--- src/rtl/adc_ctl_pkg.sv ---
package adc_ctl_pkg;
  typedef enum logic [1:0] {
    ST_SHDN = 2'd0,
    ST_ACQ  = 2'd1,
    ST_CONV = 2'd2,
    ST_READ = 2'd3
  } adc_state_e;
endpackage

--- src/rtl/adc_chan_seq.sv ---
// Channel pointer: wraps through NCH inputs, one step per select cycle.
module adc_chan_seq #(
  parameter int NCH = 2,
  localparam int CW = (NCH > 1) ? $clog2(NCH) : 1
) (
  input  logic          clk,
  input  logic          rst,
  input  logic          advance,
  output logic [CW-1:0] ptr
);
  always_ff @(posedge clk) begin
    if (rst) begin
      ptr <= '0;
    end else if (advance) begin
      if (ptr == CW'(NCH - 1)) ptr <= '0;
      else                     ptr <= ptr + 1'b1;
    end
  end
endmodule

--- src/rtl/adc_sar_engine.sv ---
// Successive-approximation register: one trial per accepted step.
module adc_sar_engine #(
  parameter int W = 12,
  localparam int IW = (W > 1) ? $clog2(W) : 1
) (
  input  logic         clk,
  input  logic         rst,
  input  logic         clear,
  input  logic         start,
  input  logic         step,
  input  logic         cmp_hi,
  output logic [W-1:0] code,
  output logic         busy,
  output logic         done,
  output logic         last
);
  logic [IW-1:0] idx;

  assign last = busy && (idx == '0);

  always_ff @(posedge clk) begin
    if (rst || clear) begin
      code <= '0;
      idx  <= '0;
      busy <= 1'b0;
      done <= 1'b0;
    end else if (start) begin
      code <= {1'b1, {(W-1){1'b0}}};
      idx  <= IW'(W - 1);
      busy <= 1'b1;
      done <= 1'b0;
    end else if (step && busy) begin
      code[idx] <= cmp_hi;
      if (idx != '0) begin
        code[idx - 1'b1] <= 1'b1;
        idx              <= idx - 1'b1;
      end else begin
        busy <= 1'b0;
        done <= 1'b1;
      end
    end
  end
endmodule

--- src/rtl/adc_ctl_top.sv ---
// Control core: select sequencing, acquisition window, trials, serial out.
module adc_ctl_top
  import adc_ctl_pkg::*;
#(
  parameter int W       = 12,
  parameter int NCH     = 2,
  parameter int ACQ_EXT = 2,
  parameter int ACQ_INT = 1,
  localparam int CW = (NCH > 1) ? $clog2(NCH) : 1
) (
  input  logic          clk,
  input  logic          rst,
  input  logic          cs_n,
  input  logic          sclk,
  input  logic          int_mode,
  input  logic          cmp_hi,
  output logic          track,
  output logic [CW-1:0] ch_sel,
  output logic [W-1:0]  dac_code,
  output logic          dout,
  output logic          dout_oe,
  output logic          conv_done
);
  localparam int ACQ_MAX = (ACQ_EXT > ACQ_INT) ? ACQ_EXT : ACQ_INT;
  localparam int AW      = $clog2(ACQ_MAX + 1);

  adc_state_e    state;
  logic          sclk_q;
  logic [AW-1:0] acq_cnt;
  logic [W:0]    out_sr;
  logic [CW-1:0] ptr;

  logic sclk_fall, acq_end, eng_clear, eng_start, eng_step, ptr_adv;
  logic eng_busy, eng_done, eng_last;
  logic [AW-1:0] acq_len;

  assign sclk_fall = sclk_q & ~sclk;
  assign acq_len   = int_mode ? AW'(ACQ_INT) : AW'(ACQ_EXT);
  assign acq_end   = (state == ST_ACQ) && !cs_n && sclk_fall
                     && ((acq_cnt + 1'b1) == acq_len);
  assign eng_clear = cs_n || (state == ST_SHDN);
  assign eng_start = acq_end;
  assign eng_step  = (state == ST_CONV) && !cs_n && (int_mode || sclk_fall);
  assign ptr_adv   = cs_n && (state != ST_SHDN);

  adc_chan_seq #(.NCH(NCH)) u_seq (
    .clk     (clk),
    .rst     (rst),
    .advance (ptr_adv),
    .ptr     (ptr)
  );

  adc_sar_engine #(.W(W)) u_sar (
    .clk    (clk),
    .rst    (rst),
    .clear  (eng_clear),
    .start  (eng_start),
    .step   (eng_step),
    .cmp_hi (cmp_hi),
    .code   (dac_code),
    .busy   (eng_busy),
    .done   (eng_done),
    .last   (eng_last)
  );

  assign conv_done = eng_done;

  always_ff @(posedge clk) begin
    if (rst) begin
      state   <= ST_SHDN;
      sclk_q  <= 1'b0;
      acq_cnt <= '0;
      out_sr  <= '0;
      track   <= 1'b0;
      ch_sel  <= '0;
      dout    <= 1'b0;
      dout_oe <= 1'b0;
    end else begin
      sclk_q <= sclk;
      if (cs_n) begin
        state   <= ST_SHDN;
        track   <= 1'b0;
        dout    <= 1'b0;
        dout_oe <= 1'b0;
        acq_cnt <= '0;
        out_sr  <= '0;
      end else begin
        unique case (state)
          ST_SHDN: begin
            state   <= ST_ACQ;
            track   <= 1'b1;
            dout_oe <= 1'b1;
            dout    <= 1'b0;
            ch_sel  <= ptr;
            acq_cnt <= '0;
          end
          ST_ACQ: begin
            if (acq_end) begin
              state  <= ST_CONV;
              track  <= 1'b0;
              out_sr <= '0;
              if (!int_mode) dout <= ch_sel[0];
            end else if (sclk_fall) begin
              acq_cnt <= acq_cnt + 1'b1;
            end
          end
          ST_CONV: begin
            if (int_mode) begin
              if (eng_done) begin
                state  <= ST_READ;
                out_sr <= {ch_sel[0], dac_code};
              end
            end else if (sclk_fall && eng_busy) begin
              dout <= cmp_hi;
              if (eng_last) state <= ST_READ;
            end
          end
          ST_READ: begin
            if (sclk_fall) begin
              dout   <= out_sr[W];
              out_sr <= {out_sr[W-1:0], 1'b0};
            end
          end
          default: state <= ST_SHDN;
        endcase
      end
    end
  end
endmodule

--- config.mk ---
export PLATFORM = sky130hd
export DESIGN_NAME = adc_ctl_top
export DESIGN_NICKNAME = d
export VERILOG_FILES = /design/src/rtl/adc_ctl_pkg.sv /design/src/rtl/adc_chan_seq.sv /design/src/rtl/adc_sar_engine.sv /design/src/rtl/adc_ctl_top.sv
export SDC_FILE = /design/constraint.sdc
export NUM_CORES = 1
export LEC_CHECK = 0
export CAP_MARGIN = 30
export CORE_MARGIN = 2
export CORE_UTILIZATION = 45
export CTS_CLUSTER_DIAMETER = 80
export DETAILED_ROUTE_END_ITERATION = 7
export GPL_TIMING_DRIVEN = 0
export PLACE_DENSITY = 0.77
export SLEW_MARGIN = 20
export SYNTH_ARGS = -nofsm -noshare
export SYNTH_HDL_FRONTEND = slang
export SYNTH_HIERARCHICAL = 1
export SYNTH_SLANG_ARGS = --single-unit
--- constraint.sdc ---
create_clock -name clk -period 2.93 [get_ports clk]
set_clock_uncertainty 0.2 [all_clocks]
set_input_delay 0.586 -clock clk [delete_from_list [all_inputs] [get_ports clk]]
set_output_delay 0.586 -clock clk [all_outputs]
set_load 0.01 [all_outputs]
==> flow_metrics.env, run 1 <==
export IMPL_status="finished, final reports clean"
export IMPL_synth_top_flop_cell="dfxtp_1"
export IMPL_synth_xor_area_share_pct=1.129
export IMPL_place_gp_congestion=0.8797
export IMPL_synth_nets=253
export IMPL_grt_pass1_vias=1674
export IMPL_min_from="out_sr[1]"
export IMPL_synth_fa_ha_area_share_pct=2.257
export IMPL_r2r_start="state[0]"
export IMPL_yosys_mux_area_fraction_pct=6.321
export IMPL_syn2layout_area_growth_pct=17.95
export IMPL_dieHeight_um=74.19
export IMPL_num_vias=1883
export IMPL_async_flop_share_pct=0
export IMPL_worstPathRequired_ps=2960
export IMPL_htreeDepth=2
export IMPL_fin_area_sq_um=2615
export IMPL_ff2ff_setup_slack_ps=260
export IMPL_final_core_util_pct=55.36
export IMPL_die_w_um=74.19
export IMPL_numPortBuffers=22
export IMPL_cts_tree="built"
export IMPL_clock_fmax_ghz=0.3747
export IMPL_yosys_cell_types_count=59
export IMPL_setup_tns_ps=0
export IMPL_rsz0062_at_grt="no"
export IMPL_grt_max_degree=16
export IMPL_dp_hpwl_um=3586
export IMPL_dr_pass1_iters=5
export IMPL_cp_end_kind="flop"
export IMPL_yosysWarnings=6
export IMPL_fin_crit_sh_pct=91.08
export IMPL_root_buffer="clkbuf_8"
export IMPL_start_util_pct=46.94
export IMPL_whs_ps=268.8
export IMPL_drive_above_1_share_pct=13.19
export IMPL_power_density_nw_per_um2=432.3
export IMPL_routed_wl_um=4970
export IMPL_nNetsFinal=282
export IMPL_diodes=0
export IMPL_antenna_left=0
export IMPL_avgSynthCellArea_sq_um=9.124
export IMPL_critPathSlowestCell="clkbuf_1"
export IMPL_remaining_drc_errors=0
export IMPL_ys_seq_elements=41
export IMPL_clk_pin_slew_worst_paths_ps=90
export IMPL_min_to="out_sr[1]"
export IMPL_rows=25
export IMPL_maxSlewHeadroom_pct=52.59
export IMPL_post_dp_cell_area_sq_um=2521
export IMPL_cts_sinks=41
export IMPL_crit_path_max_incr_delay_ps=400
export IMPL_power_leakage_nw=0.9074
export IMPL_synth_seq_area_share_pct=37.02
export IMPL_fill_cells=417
export IMPL_maxCapViolations=0
export IMPL_synth_edf_count=0
export IMPL_cts_buffers=5
export IMPL_holdPathStages=2
export IMPL_avgViaCountPerCell=5.538
export IMPL_ios=23
export IMPL_syn_area_sq_um=2217
export IMPL_path_max_fanout=10
export IMPL_clock_latency_ps=300
export IMPL_worstMarginPinSlew_ps=705.3
export IMPL_postCtsHoldBufs=0
export IMPL_antenna_found_initial=0
export IMPL_design_core_area_sq_um=4723
export IMPL_cts_max_path_buffers=2
export IMPL_synth_compound_area_share_pct=25.11
export IMPL_cp_arrival_ps=2700
export IMPL_ir_drop_mv=0.2179
export IMPL_cts_resized=0
export IMPL_synth_top_family_by_area="compound AO/OA/AOI/OAI gates"
export IMPL_dieArea_sq_um=5504
export IMPL_avgRoutedWirePerCell_um=14.62
export IMPL_start_kind="flop"
export IMPL_worstPathCellList="inv_1 > ha_1 > buf_2 > clkbuf_1 > nor3b_1 > buf_6 > nand4bb_1 > or2_1 > a31oi_1"
export IMPL_track_usage_pct=19.60
export IMPL_grt_overflow=0
export IMPL_slew_viol_final=0
export IMPL_r2r_end="u_sar/code[7]"
export IMPL_grt_pass1_wl_um=8183
export IMPL_critPathKind="reg -> reg"
export IMPL_finalHoldViolCount=0
export IMPL_r2r_cells=9
export IMPL_dp_cells=332
export IMPL_yosys_area_share_simple_pct=21.73
export IMPL_period_needed_ps=2669
export IMPL_finalNonFillerCells=340
export IMPL_post_cts_buffers=0
export IMPL_setup_viol_count_final=0
export IMPL_hp_class="reg -> reg"
export IMPL_synthCells=243
export IMPL_drt_iter0_drc=229
-- how the worst max path moves through the flow --
stage | start | endpoint | slack, ps | cells after the start
floorplan | state[0] | u_sar/code[6] | 660 | 10
global placement | cs_n | u_sar/code[0] | 20 | 6
detailed placement | int_mode | u_sar/code[0] | 110 | 6
CTS | state[0] | u_sar/code[7] | 270 | 9
global route | state[0] | u_sar/idx[2] | 100 | 9
finish | state[0] | u_sar/code[7] | 260 | 9
-- synth_stat cells (all sizes together) (2+ instances only) --
library cell	instances	area [sq um]
dfxtp	41	820.8
nand2	31	116.4
a21oi	18	93.84
mux2i	14	140.1
nor2	13	48.80
a22o	12	105.1
buf	10	90.08
clkbuf	9	33.78
o21ai	9	48.80
or2	7	43.79
inv	5	18.77
nand2b	5	31.28
a211oi	4	35.03
a311oi	4	41.29
ha	4	50.05
nor2b	4	25.02
nor4	4	37.53
a21boi	3	22.52
a31oi	3	18.77
and4b	3	33.78
nor3	3	15.01
o2bb2ai	3	26.28
or3	3	23.77
and4bb	2	25.02
nand3	2	10.01
nand3b	2	15.01
nor3b	2	15.01
o21a	2	15.01
o31ai	2	15.01
o41ai	2	43.80
xnor2	2	25.03
-- worst max-delay path: cells and delay by family, from the launching register on --
kind,cells,cell delay (ps)
buffers and inverters,4,880
and+or+nand+nor,3,870
DFF,1,350
adders and majority gates,1,160
AOI/OAI and AO/OA,1,130
-- cell families after synthesis --
family	Yosys count
simple gates	86
compound gates	72
flops	41
buf+inv	24
mux	14
fa+ha+maj	4
xor+xnor	2
-- state kept, by name, indices dropped and copies added (netlist names) --
register and cells:
acq_cnt 2, out_sr 13, u_seq/ptr 1, u_sar/code 12, u_sar/idx 4, track 1
sclk_q 1, u_sar/done 1, state 2, u_sar/busy 1, ch_sel 1, dout_oe 1
dout 1
-- cell type report --
type                    count  area (sq um)  share of cell area (%)
multi-input cells         178          1254                   47.94
inverters                   5         18.77                  0.7177
clock inverters             3         25.02                  0.9569
flip-flops and latches     41         820.8                   31.39
repair buffers             22         220.2                   8.421
plain buffers              19         123.9                   4.737
well taps                  67         83.83                   3.206
clock buffers               5         68.82                   2.632
-- metal layers --
metal  wire [um]  global-route usage [%]  vias up
li1            -                       -      952
met1        2438                   27.87      892
met2        2299                   28.27       32
met3         133                   3.388        7
met4          99                   10.30        0
met5           0                       0        -
-- report_power, final --
group	switching [W]	leakage [nW]	internal, W
Combinational	0.0000950	0.531	0.0000698
Sequential	0.00000691	0.331	0.000566
Clock	0.000219	0.0452	0.000174
Total	0.000321	0.907	0.000809
-- through the flow --
stage / setup WS [ps] / total power (W)
floorplan: 660.5 / 0.0007065
global placement: 22.33 / 0.0007477
detailed placement: 105.8 / 0.0007511
CTS: 268.5 / 0.001141
global route: 99.13 / 0.001183
finish: 261.3 / 0.001130
-- cells in the final DEF, fill, tap and decap left out, drive strengths merged, types with 5 or more instances in the layout --
cell and count:
a21oi 18, a22o 12, buf 10, clkbuf 14
clkdlybuf4s50 22, dfxtp 41, inv 7, mux2i 14
nand2 31, nand2b 5, nor2 13, o21ai 9
or2 7
Note: power is estimated with default switching activity, not from simulation.
==> run 2, diff against run 1 <==
--- a/config.mk
+++ b/config.mk
@@ -9,9 +9,11 @@
 export CORE_MARGIN = 2
 export CORE_UTILIZATION = 45
 export CTS_CLUSTER_DIAMETER = 80
+export CTS_CLUSTER_SIZE = 12
 export DETAILED_ROUTE_END_ITERATION = 7
 export GPL_TIMING_DRIVEN = 0
-export PLACE_DENSITY = 0.77
+export MAX_ROUTING_LAYER = met4
+export PLACE_DENSITY = 0.66
 export SLEW_MARGIN = 20
 export SYNTH_ARGS = -nofsm -noshare
 export SYNTH_HDL_FRONTEND = slang
==> run 2 against run 1 <==
Final area shrank 0.29%. Clock power shrank 4%. Register-to-register slack is essentially flat. Sequential cell count is the same. Power shrank 1.1%. Critical path depth is the same. First-iteration DRC count shrank 41%. Routed wire length grew 3.6%. Sequential share of layout area grew 0.090 points. Sequential power is essentially flat. Critical path type unchanged. Critical endpoint unchanged. Largest cell class unchanged. Highest routed layer unchanged.
==> flow_metrics.env, run 2 (synthesis gave the netlist of run 1 again) <==
export IMPL_status="finished, final reports clean"
export IMPL_power_leakage_nw=0.9066
export IMPL_final_common_cell="dfxtp_1"
export IMPL_min_to="out_sr[10]"
export IMPL_path_buf_inv=4
export IMPL_holdPathStages=2
export IMPL_avgRoutedWirePerCell_um=15.18
export IMPL_dieHeight_um=74.19
export IMPL_postCtsHoldBufs=0
export IMPL_routed_wl_um=5147
export IMPL_worstMarginPinSlew_ps=765.2
export IMPL_start_util_pct=46.94
export IMPL_ios=23
export IMPL_grt_pass1_wl_um=8521
export IMPL_top_register="out_sr"
export IMPL_syn2layout_area_growth_pct=17.61
export IMPL_crit_path_max_incr_delay_ps=400
export IMPL_worstPathCellList="inv_1 > ha_1 > buf_2 > clkbuf_1 > nor3b_1 > buf_6 > nand4bb_1 > or2_1 > a31oi_1"
export IMPL_p_switching_w=0.0002951
export IMPL_clock_latency_ps=290
export IMPL_antenna_left=0
export IMPL_seqPwrFrac_pct=51.2
export IMPL_root_buffer="clkbuf_8"
export IMPL_critPathTopFamily="simple AND/OR/NAND/NOR gates"
export IMPL_rsz0062_at_grt="no"
export IMPL_cp_end_kind="flop"
export IMPL_finalHoldViolCount=0
export IMPL_design_core_area_sq_um=4723
export IMPL_cts_sinks=41
export IMPL_critPathKind="reg -> reg"
export IMPL_slew_viol_final=0
export IMPL_remaining_drc_errors=0
export IMPL_hp_class="reg -> reg"
export IMPL_worstPathRequired_ps=2950
export IMPL_period_needed_ps=2663
export IMPL_switching_share_pct=26.40
export IMPL_min_from="out_sr[10]"
export IMPL_maxSlewHeadroom_pct=48.56
export IMPL_top_regs="out_sr x13, u_sar/code x12, u_sar/idx x4"
export IMPL_cp_arrival_ps=2680
export IMPL_track_usage_pct=20.88
export IMPL_clock_fmax_ghz=0.3755
export IMPL_antenna_found_initial=0
export IMPL_ir_drop_mv=0.2901
export IMPL_cts_buffers=5
export IMPL_place_gp_congestion=0.8591
export IMPL_fin_crit_sh_pct=90.88
export IMPL_die_w_um=74.19
export IMPL_nNetsFinal=282
export IMPL_avgViaCountPerCell=5.528
export IMPL_internal_power_w=0.0008228
export IMPL_dieArea_sq_um=5504
export IMPL_setup_viol_count_final=0
export IMPL_p_clk_share_pct=33.9
export IMPL_r2r_cells=9
export IMPL_grt_max_degree=12
export IMPL_rows=25
export IMPL_numPortBuffers=22
export IMPL_ff2ff_setup_slack_ps=270
export IMPL_critPathSlowestCell="clkbuf_1"
export IMPL_grt_pass1_vias=1724
export IMPL_dr_pass1_iters=6
export IMPL_grt_overflow=0
export IMPL_r2r_start="state[0]"
export IMPL_power_density_nw_per_um2=428.7
export IMPL_start_kind="flop"
export IMPL_diodes=0
export IMPL_post_cts_buffers=0
export IMPL_htreeDepth=2
export IMPL_cts_max_path_buffers=2
export IMPL_total_power_w=0.001118
export IMPL_r2r_end="u_sar/code[7]"
export IMPL_clk_pin_slew_worst_paths_ps=80
export IMPL_drt_iter0_drc=136
export IMPL_largest_reg_flops=13
export IMPL_path_max_fanout=10
export IMPL_num_vias=1874
export IMPL_dp_hpwl_um=3717
export IMPL_drive_above_1_share_pct=12.50
export IMPL_cts_tree="built"
export IMPL_cts_resized=0
export IMPL_whs_ps=264.1
export IMPL_layout_common_cells="41 x dfxtp_1, 31 x nand2_1, 22 x clkdlybuf4s50_1"
export IMPL_maxCapViolations=0
export IMPL_pwr_share_comb_pct=14.9
export IMPL_setup_tns_ps=0
==> run 2: cell type report <==
cell class / count / area (sq um)
fill: 453 / 2116
multi-input combinational: 178 / 1254
sequential: 41 / 820.8
timing repair buffer: 22 / 220.2
buffer: 19 / 123.9
clock buffer: 7 / 86.33
tap: 67 / 83.83
inverter: 5 / 18.77
==> run 2: worst max-delay path by stage <==
| stage | from | to | slack (ps) | cells after the start |
|---|---|---|---|---|
| after floorplan | state[0] | u_sar/code[6] | 660 | 10 |
| after global placement | int_mode | u_sar/code[9] | 30 | 6 |
| after detailed placement | int_mode | u_sar/code[0] | 60 | 6 |
| after CTS | state[0] | u_sar/code[7] | 270 | 9 |
| after global routing | state[0] | u_sar/code[7] | 40 | 9 |
| final | state[0] | u_sar/code[7] | 270 | 9 |
==> run 2: layer usage <==
metal	routed length, um	global-route usage, %	up-vias	share of wire, %
met5	0	-	-	0
met4	60	6.061	0	1.2
met3	166	3.659	6	3.2
met2	2312	30.06	29	45
met1	2607	29.88	894	51
li1	-	-	945	-
==> run 2: worst min-delay path, delay by kind of cell (launching register included) <==
| family | cells | cell delay, ps |
|---|---|---|
| AND/OR/NAND/NOR | 1 | 50 |
| multiplexers | 1 | 50 |
| flip-flops | 1 | 310 |
==> run 2: power by group through the flow <==
| stage | Clock, W | Sequential [W] | Combinational (W) |
|---|---|---|---|
| global route | 0.000411 | 0.000575 | 0.000183 |
| finish | 0.000379 | 0.000573 | 0.000166 |
| CTS | 0.000388 | 0.000573 | 0.000166 |
| global placement | 0 | 0.000586 | 0.000164 |
| detailed placement | 0 | 0.000586 | 0.000166 |
| floorplan | 0 | 0.000586 | 0.000120 |
==> run 2: per-stage QoR <==
stage | setup slack [ps] | cell area [sq um] | cells | utilization (%)
after floorplan | 660.5 | 2217 | 243 | -
after global routing | 38.46 | 2608 | 339 | 55.21
after detailed placement | 58.83 | 2521 | 332 | 53.38
final | 267.2 | 2608 | 339 | 55.21
after global placement | 34.73 | 2521 | 332 | 53.38
after CTS | 269.7 | 2608 | 339 | 55.21
